===== src/rtl/stbc_pkg.sv =====
package stbc_pkg;
  typedef enum logic [1:0] {
    MODE_SETTLE = 2'd0,
    MODE_RUN    = 2'd1,
    MODE_SLEEP  = 2'd2,
    MODE_STOP   = 2'd3
  } mode_e;

  localparam int unsigned BIT_STOP   = 7;
  localparam int unsigned BIT_SLEEP  = 6;
  localparam int unsigned BIT_PINSEL = 5;
  localparam int unsigned BIT_SWRST  = 4;
endpackage


===== src/rtl/stbc_ctrl_reg.sv =====
module stbc_ctrl_reg
  import stbc_pkg::*;
#(
  parameter int unsigned SW_RST_CYCLES = 4
) (
  input  logic       clk_i,
  input  logic       rst_ni,
  input  logic       wr_ok_i,
  input  logic [7:0] wr_data_i,
  input  logic       clr_i,
  output logic       stop_req_o,
  output logic       sleep_req_o,
  output logic       sw_rst_nxt_o,
  output logic       pin_sel_o,
  output logic [7:0] rd_data_o
);
  localparam int unsigned CW = $clog2(SW_RST_CYCLES + 1);

  logic [CW-1:0] cnt_q, cnt_d;
  logic          pin_sel_q;
  logic          sw_fire, keep_bit;
  logic          unused_low;

  assign unused_low = ^wr_data_i[3:0];
  assign keep_bit   = wr_data_i[BIT_SWRST];
  assign sw_fire    = wr_ok_i & ~keep_bit;
  // a software reset write cancels any mode request in it
  assign stop_req_o  = wr_ok_i & keep_bit & wr_data_i[BIT_STOP];
  assign sleep_req_o = wr_ok_i & keep_bit & wr_data_i[BIT_SLEEP];

  always_comb begin
    if (sw_fire)           cnt_d = CW'(SW_RST_CYCLES);
    else if (cnt_q != '0)  cnt_d = cnt_q - 1'b1;
    else                   cnt_d = '0;
  end
  assign sw_rst_nxt_o = (cnt_d != '0);

  always_ff @(posedge clk_i or negedge rst_ni) begin
    if (!rst_ni) begin
      cnt_q     <= '0;
      pin_sel_q <= 1'b0;
    end else begin
      cnt_q <= cnt_d;
      if (clr_i)                   pin_sel_q <= 1'b0;
      else if (wr_ok_i && keep_bit) pin_sel_q <= wr_data_i[BIT_PINSEL];
    end
  end

  assign pin_sel_o = pin_sel_q;
  assign rd_data_o = {2'b00, pin_sel_q, 1'b1, 4'b0000};

  assert_sw_pulse_src_R4: assert property (@(posedge clk_i) disable iff (!rst_ni)
    $rose(cnt_q != '0) |-> $past(wr_ok_i && !wr_data_i[BIT_SWRST]));
  assert_pinsel_clear_R4: assert property (@(posedge clk_i) disable iff (!rst_ni)
    clr_i |=> !pin_sel_q);
endmodule


===== src/rtl/stbc_settle_cnt.sv =====
module stbc_settle_cnt #(
  parameter int unsigned LIMIT = 64
) (
  input  logic clk_i,
  input  logic rst_ni,
  input  logic run_i,
  input  logic tick_i,
  output logic done_o
);
  localparam int unsigned CW = (LIMIT > 1) ? $clog2(LIMIT) : 1;

  logic [CW-1:0] cnt_q;
  logic          at_end;

  assign at_end = (cnt_q == CW'(LIMIT - 1));
  assign done_o = run_i & tick_i & at_end;

  always_ff @(posedge clk_i or negedge rst_ni) begin
    if (!rst_ni)          cnt_q <= '0;
    else if (!run_i)      cnt_q <= '0;
    else if (tick_i)      cnt_q <= at_end ? '0 : cnt_q + 1'b1;
  end

  assert_tick_only_R2: assert property (@(posedge clk_i) disable iff (!rst_ni)
    (run_i && !tick_i) |=> $stable(cnt_q));
endmodule


===== src/rtl/standby_reset_ctrl.sv =====
module standby_reset_ctrl
  import stbc_pkg::*;
#(
  parameter int unsigned LONG_WAIT_TICKS  = 64,
  parameter int unsigned SHORT_WAIT_TICKS = 4,
  parameter bit          USE_SHORT_WAIT   = 1'b0,
  parameter bit          POR_OPTION       = 1'b1,
  parameter int unsigned SW_RST_CYCLES    = 4
) (
  input  logic       clk_i,
  input  logic       rst_ni,
  input  logic       ext_rst_ni,
  input  logic       wdog_ovf_i,
  input  logic       wr_en_i,
  input  logic [7:0] wr_data_i,
  output logic [7:0] rd_data_o,
  input  logic       irq_pend_i,
  input  logic       ext_irq_i,
  input  logic       tick_i,
  output logic       cpu_clk_en_o,
  output logic       per_clk_en_o,
  output logic       osc_en_o,
  output logic       pin_hiz_o,
  output logic       rst_o
);
  localparam int unsigned WAIT_TICKS = USE_SHORT_WAIT ? SHORT_WAIT_TICKS : LONG_WAIT_TICKS;

  mode_e mode_q, mode_d;
  logic  hold_q, hold_d;
  logic  rst_q, cpu_en_q, per_en_q, osc_en_q;
  logic  hw_rst, wr_ok, stop_req, sleep_req, sw_rst_nxt, pin_sel, settle_done;

  assign hw_rst = ~ext_rst_ni | wdog_ovf_i;
  assign wr_ok  = wr_en_i & (mode_q == MODE_RUN) & ~rst_q & ~hw_rst;

  stbc_ctrl_reg #(.SW_RST_CYCLES(SW_RST_CYCLES)) u_reg (
    .clk_i        (clk_i),
    .rst_ni       (rst_ni),
    .wr_ok_i      (wr_ok),
    .wr_data_i    (wr_data_i),
    .clr_i        (rst_q),
    .stop_req_o   (stop_req),
    .sleep_req_o  (sleep_req),
    .sw_rst_nxt_o (sw_rst_nxt),
    .pin_sel_o    (pin_sel),
    .rd_data_o    (rd_data_o)
  );

  stbc_settle_cnt #(.LIMIT(WAIT_TICKS)) u_settle (
    .clk_i  (clk_i),
    .rst_ni (rst_ni),
    .run_i  (mode_q == MODE_SETTLE),
    .tick_i (tick_i),
    .done_o (settle_done)
  );

  always_comb begin
    mode_d = mode_q;
    hold_d = hold_q;
    unique case (mode_q)
      MODE_SETTLE: begin
        if (hw_rst) hold_d = 1'b1;
        if (settle_done) begin
          mode_d = MODE_RUN;
          hold_d = 1'b0;
        end
      end
      MODE_RUN: begin
        if (!irq_pend_i) begin
          if (stop_req)       mode_d = MODE_STOP;
          else if (sleep_req) mode_d = MODE_SLEEP;
        end
      end
      MODE_SLEEP: begin
        if (hw_rst || irq_pend_i) mode_d = MODE_RUN;
      end
      MODE_STOP: begin
        if (hw_rst) begin
          if (POR_OPTION) begin
            mode_d = MODE_SETTLE;
            hold_d = 1'b1;
          end else begin
            mode_d = MODE_RUN;
          end
        end else if (ext_irq_i) begin
          mode_d = MODE_SETTLE;
          hold_d = 1'b0;
        end
      end
      default: mode_d = MODE_SETTLE;
    endcase
  end

  always_ff @(posedge clk_i or negedge rst_ni) begin
    if (!rst_ni) begin
      mode_q   <= MODE_SETTLE;
      hold_q   <= 1'b1;
      rst_q    <= 1'b1;
      cpu_en_q <= 1'b0;
      per_en_q <= 1'b0;
      osc_en_q <= 1'b1;
    end else begin
      mode_q   <= mode_d;
      hold_q   <= hold_d;
      rst_q    <= hw_rst | hold_d | sw_rst_nxt;
      cpu_en_q <= (mode_d == MODE_RUN);
      per_en_q <= (mode_d == MODE_RUN) || (mode_d == MODE_SLEEP);
      osc_en_q <= (mode_d != MODE_STOP);
    end
  end

  assign cpu_clk_en_o = cpu_en_q;
  assign per_clk_en_o = per_en_q;
  assign osc_en_o     = osc_en_q;
  assign pin_hiz_o    = ~osc_en_q & pin_sel;
  assign rst_o        = rst_q;

  assert_clk_nesting_R6: assert property (@(posedge clk_i) disable iff (!rst_ni)
    cpu_en_q |-> per_en_q);
  assert_sleep_exit_R6: assert property (@(posedge clk_i) disable iff (!rst_ni)
    (mode_q == MODE_SLEEP && irq_pend_i) |=> cpu_en_q);
  assert_mode_blocked_R5: assert property (@(posedge clk_i) disable iff (!rst_ni)
    (mode_q == MODE_RUN && wr_en_i && irq_pend_i) |=> (mode_q == MODE_RUN && osc_en_q));
  assert_stop_stays_R7: assert property (@(posedge clk_i) disable iff (!rst_ni)
    (mode_q == MODE_STOP && !hw_rst && !ext_irq_i) |=> (!osc_en_q && !per_en_q));
  assert_hw_rst_R11: assert property (@(posedge clk_i) disable iff (!rst_ni)
    hw_rst |=> rst_q);
endmodule


===== config.mk =====
export PLATFORM = sky130hd
export DESIGN_NAME = standby_reset_ctrl
export DESIGN_NICKNAME = d
export VERILOG_FILES = /design/src/rtl/stbc_pkg.sv /design/src/rtl/stbc_ctrl_reg.sv /design/src/rtl/stbc_settle_cnt.sv /design/src/rtl/standby_reset_ctrl.sv
export SDC_FILE = /design/constraint.sdc
export NUM_CORES = 1
export LEC_CHECK = 0
export BUFFER_PORTS_ARGS = -buffer_cell sky130_fd_sc_hd__buf_2
export CORE_UTILIZATION = 30
export CTS_BUF_LIST = sky130_fd_sc_hd__clkbuf_2
export CTS_CLUSTER_SIZE = 28
export DETAILED_ROUTE_END_ITERATION = 6
export HOLD_SLACK_MARGIN = 0.02
export PLACE_DENSITY = 0.52
export RECOVER_POWER = 50
export SETUP_SLACK_MARGIN = 0.15
export SLEW_MARGIN = 20
export SYNTH_ARGS = -nofsm -noshare
export SYNTH_HDL_FRONTEND = slang
export SYNTH_SLANG_ARGS = --single-unit
export TNS_END_PERCENT = 5

===== constraint.sdc =====
create_clock -name clk_i -period 3.2 [get_ports clk_i]
set_input_delay 0.64 -clock clk_i [delete_from_list [all_inputs] [get_ports clk_i]]
set_output_delay 0.64 -clock clk_i [all_outputs]
set_load 0.05 [all_outputs]

==> results.py <==
metrics = {
    "outcome": {
        "status": "complete, no violations",
    },
    "power_and_ir_drop": {
        "seqPwrFrac_pct": 43.9,
        "p_per_area_mw_per_mm2": 608,
        "ir_worst_vdd_uv": 220,
        "p_clk_share_pct": 13.5,
        "leakage_uw": 0.000555,
        "p_sw_share_pct": 43.9,
        "power_frac_comb_pct": 42.7,
        "intPower_uw": 401,
        "p_sw_uw": 313,
    },
    "worst_setup_path": {
        "startpoint_type": "flip-flop",
        "crit_path_end_kind": "flip-flop",
        "cp_max_fo": 5,
        "path_class": "flip-flop to flip-flop",
        "critPathRequiredTime_ns": 3.41,
        "cp.arrival_ns": 2.27,
    },
    "timing": {
        "maxSlewHeadroom_pct": 39.2,
        "worst_pin_slew_ns": 0.912,
        "setup_violations": 0,
        "finalMaxSlewViolations": 0,
        "setup_ws_ns": 1.14,
        "fmax_ghz": 0.486,
        "finalCriticalPeriod_ns": 2.06,
        "rsz0062_at_grt": "no",
        "setup-tns-final_ns": 0,
        "finalHoldViolCount": 0,
        "fin_crit_sh_pct": 64.3,
        "skew_ns": 0.00875,
        "fin_hold_ws_ns": 0.418,
    },
    "placement": {
        "dp_cells": 171,
        "post_dp_cell_area_mm2": 0.00115,
        "place.gp.congestion": 0.778,
        "dp_hpwl_um": 1560,
        "port_buffers": 17,
        "dp_slack_ns": 1.01,
    },
    "drt": {
        "wl_per_cell_um": 11.2,
        "drt_pass1_iterations": 4,
        "drt-total-wl_um": 1960,
        "drc": 0,
        "ant_nets": 0,
        "num_vias": 819,
        "drtIter0Drc": 18,
        "vias_per_cell": 4.68,
    },
    "synthesis": {
        "synth.avg_cell_area_um2": 9.52,
        "ys.flop_type": "dfrtp_1",
        "yosysSeqAreaShare_pct": 39.9,
        "postSynthCellCount": 113,
        "synth_edf_count": 0,
        "synth_area_mm2": 0.00108,
        "ys_async_sr_fraction_pct": 100,
        "synth_cell_types": 37,
        "ys_seq_elements": 17,
        "yosysWarnings": 0,
    },
    "die": {
        "start_util_pct": 31.7,
        "dieArea_mm2": 0.00383,
        "ioPinCount": 29,
        "core-area_mm2": 0.00339,
        "rows": 21,
        "dieHeight_um": 61.9,
        "die_width_um": 61.9,
    },
    "global_route": {
        "gr-total-overflow": 0,
        "grt_use_total_pct": 11.7,
        "grt_pass1_vias": 750,
        "grt_pass1_wl_um": 3200,
        "antenna_found_initial": 0,
        "grt_max_degree": 18,
    },
    "cells_and_area": {
        "drive_above_1_share_pct": 20.9,
        "design_area_mm2": 0.00117,
        "nets": 156,
        "area_growth_pct": 9.07,
        "final_cells": 175,
        "n_fill_cell": 357,
        "diodes": 0,
    },
    "cts": {
        "h-tree-depth": 1,
        "cts_root_buf": "clkbuf_2",
        "cts_tree": "done",
        "cts_buffers": 3,
        "clock_latency_ns": 0.30,
        "clk_path_buf_depth": 2,
        "cts_setup_buffers": 0,
        "clkTransAtPathRegs_ns": 0.17,
        "cts_hold_buf": 0,
        "cts-resized-gates": 0,
        "clkSinkCount": 17,
    },
    "job": {
        "cap_violations": 0,
    },
    "min_path": {
        "hold_path.class": "primary input to async pin",
    },
}
cells in the mapped netlist (2+ instances only):
cell      number  area share, %
o31ai_1        2            1.4
buf_6          2            2.1
nor2b_1        2            1.2
xor2_1         2            1.6
nand4_1        3            1.7
a21oi_1        8            3.7
buf_4          8            5.6
mux2i_1        2            1.9
or2_2          2            1.2
nand2b_1       5            2.9
o21ai_0        3            1.4
dfrtp_1       14             33
a31oi_1        3            1.7
conb_1         2           0.70
dfstp_2        3            7.3
ha_1          10             12
nand2_1        7            2.4
inv_1          9            3.1
nor2_1         8            2.8
state kept, by name, summed over array words and instances (netlist names):
signal / flops
u_reg.pin_sel_o: 1
rst_o: 1
u_settle.cnt_q: 6
cpu_clk_en_o: 1
per_clk_en_o: 1
mode_q: 2
u_reg.cnt_q: 3
osc_en_o: 1
hold_q: 1
critical path: stages (launching register included):
cell	delay (ns)
dfrtp_1	0.47
inv_1	0.12
ha_1	0.19
and3b_1	0.21
nand4b_1	0.22
o21a_1	0.26
a31oi_1	0.23
ha_1	0.27
routing by layer:
layer / vias up / wire length [um] / global-route usage (%)
li1: 407 / - / -
met1: 389 / 968 / 14.3
met2: 21 / 888 / 20.0
met3: 2 / 88 / 3.73
met4: 0 / 12 / 2.86
met5: - / 0 / 0
cells by family after synthesis:
| logic type | Yosys count | synth area share, % |
|---|---|---|
| AND/OR/NAND/NOR | 38 | 19.8 |
| AO/OA/AOI/OAI | 23 | 13.7 |
| buffers and inverters | 19 | 10.8 |
| flip-flops | 17 | 39.9 |
| adder cells (fa/ha/maj) | 10 | 11.6 |
| other | 2 | 0.698 |
| XOR/XNOR | 2 | 1.63 |
| multiplexers | 2 | 1.86 |
final timing paths:
path,slack (ns),from,depth (start not counted),endpoint
min in group clk_i,0.52,u_reg.cnt_q[0],1,u_reg.cnt_q[0]
min,0.42,rst_ni,1,u_settle.cnt_q[5]
max reg2reg,1.14,mode_q[1],7,per_clk_en_o
min reg2reg,0.52,u_reg.cnt_q[0],1,u_reg.cnt_q[0]
max in group asynchronous,2.22,rst_ni,1,u_reg.cnt_q[2]
max,1.14,mode_q[1],7,per_clk_en_o
stage by stage:
| stage | util [%] | total power, uW |
|---|---|---|
| global placement | 34.1 | 613 |
| finish | 34.6 | 714 |
| CTS | 34.7 | 722 |
| detailed placement | 34.1 | 622 |
| global route | 34.6 | 768 |
| floorplan | - | 559 |
power by group through the flow:
| stage | clock (uW) | sequential, uW | combinational [uW] |
|---|---|---|---|
| 4_1_cts | 104 | 313 | 304 |
| 2_1_floorplan | 0 | 365 | 194 |
| 3_3_place_gp | 0 | 317 | 296 |
| 6_report | 96.2 | 313 | 305 |
| 3_5_place_dp | 0 | 317 | 305 |
| 5_1_grt | 110 | 321 | 337 |
area by class of cell:
class                   count  area (um^2)  area share, %
repair buffers             17         83.8           7.14
well taps                  46         57.6           4.90
flip-flops and latches     17          429           36.6
multi-input cells          82          549           46.8
clock buffers               3         15.0           1.28
clock inverters             1         5.00          0.426
inverters                   9         33.8           2.88
placed cells by master (no fill, tap or decap), types with 2 or more instances in the layout:
master,count
buf_2,16
dfrtp_1,14
ha_1,10
inv_1,9
nor2_1,8
a21oi_1,8
nand2_1,7
conb_1,7
nand2b_1,5
nand4_1,3
o21ai_0,3
a31oi_1,3
clkbuf_2,3
dfstp_2,3
nor2b_1,2
or2_2,2
o31ai_1,2
xor2_1,2
mux2i_1,2
Power figures use the tool's default switching activity.
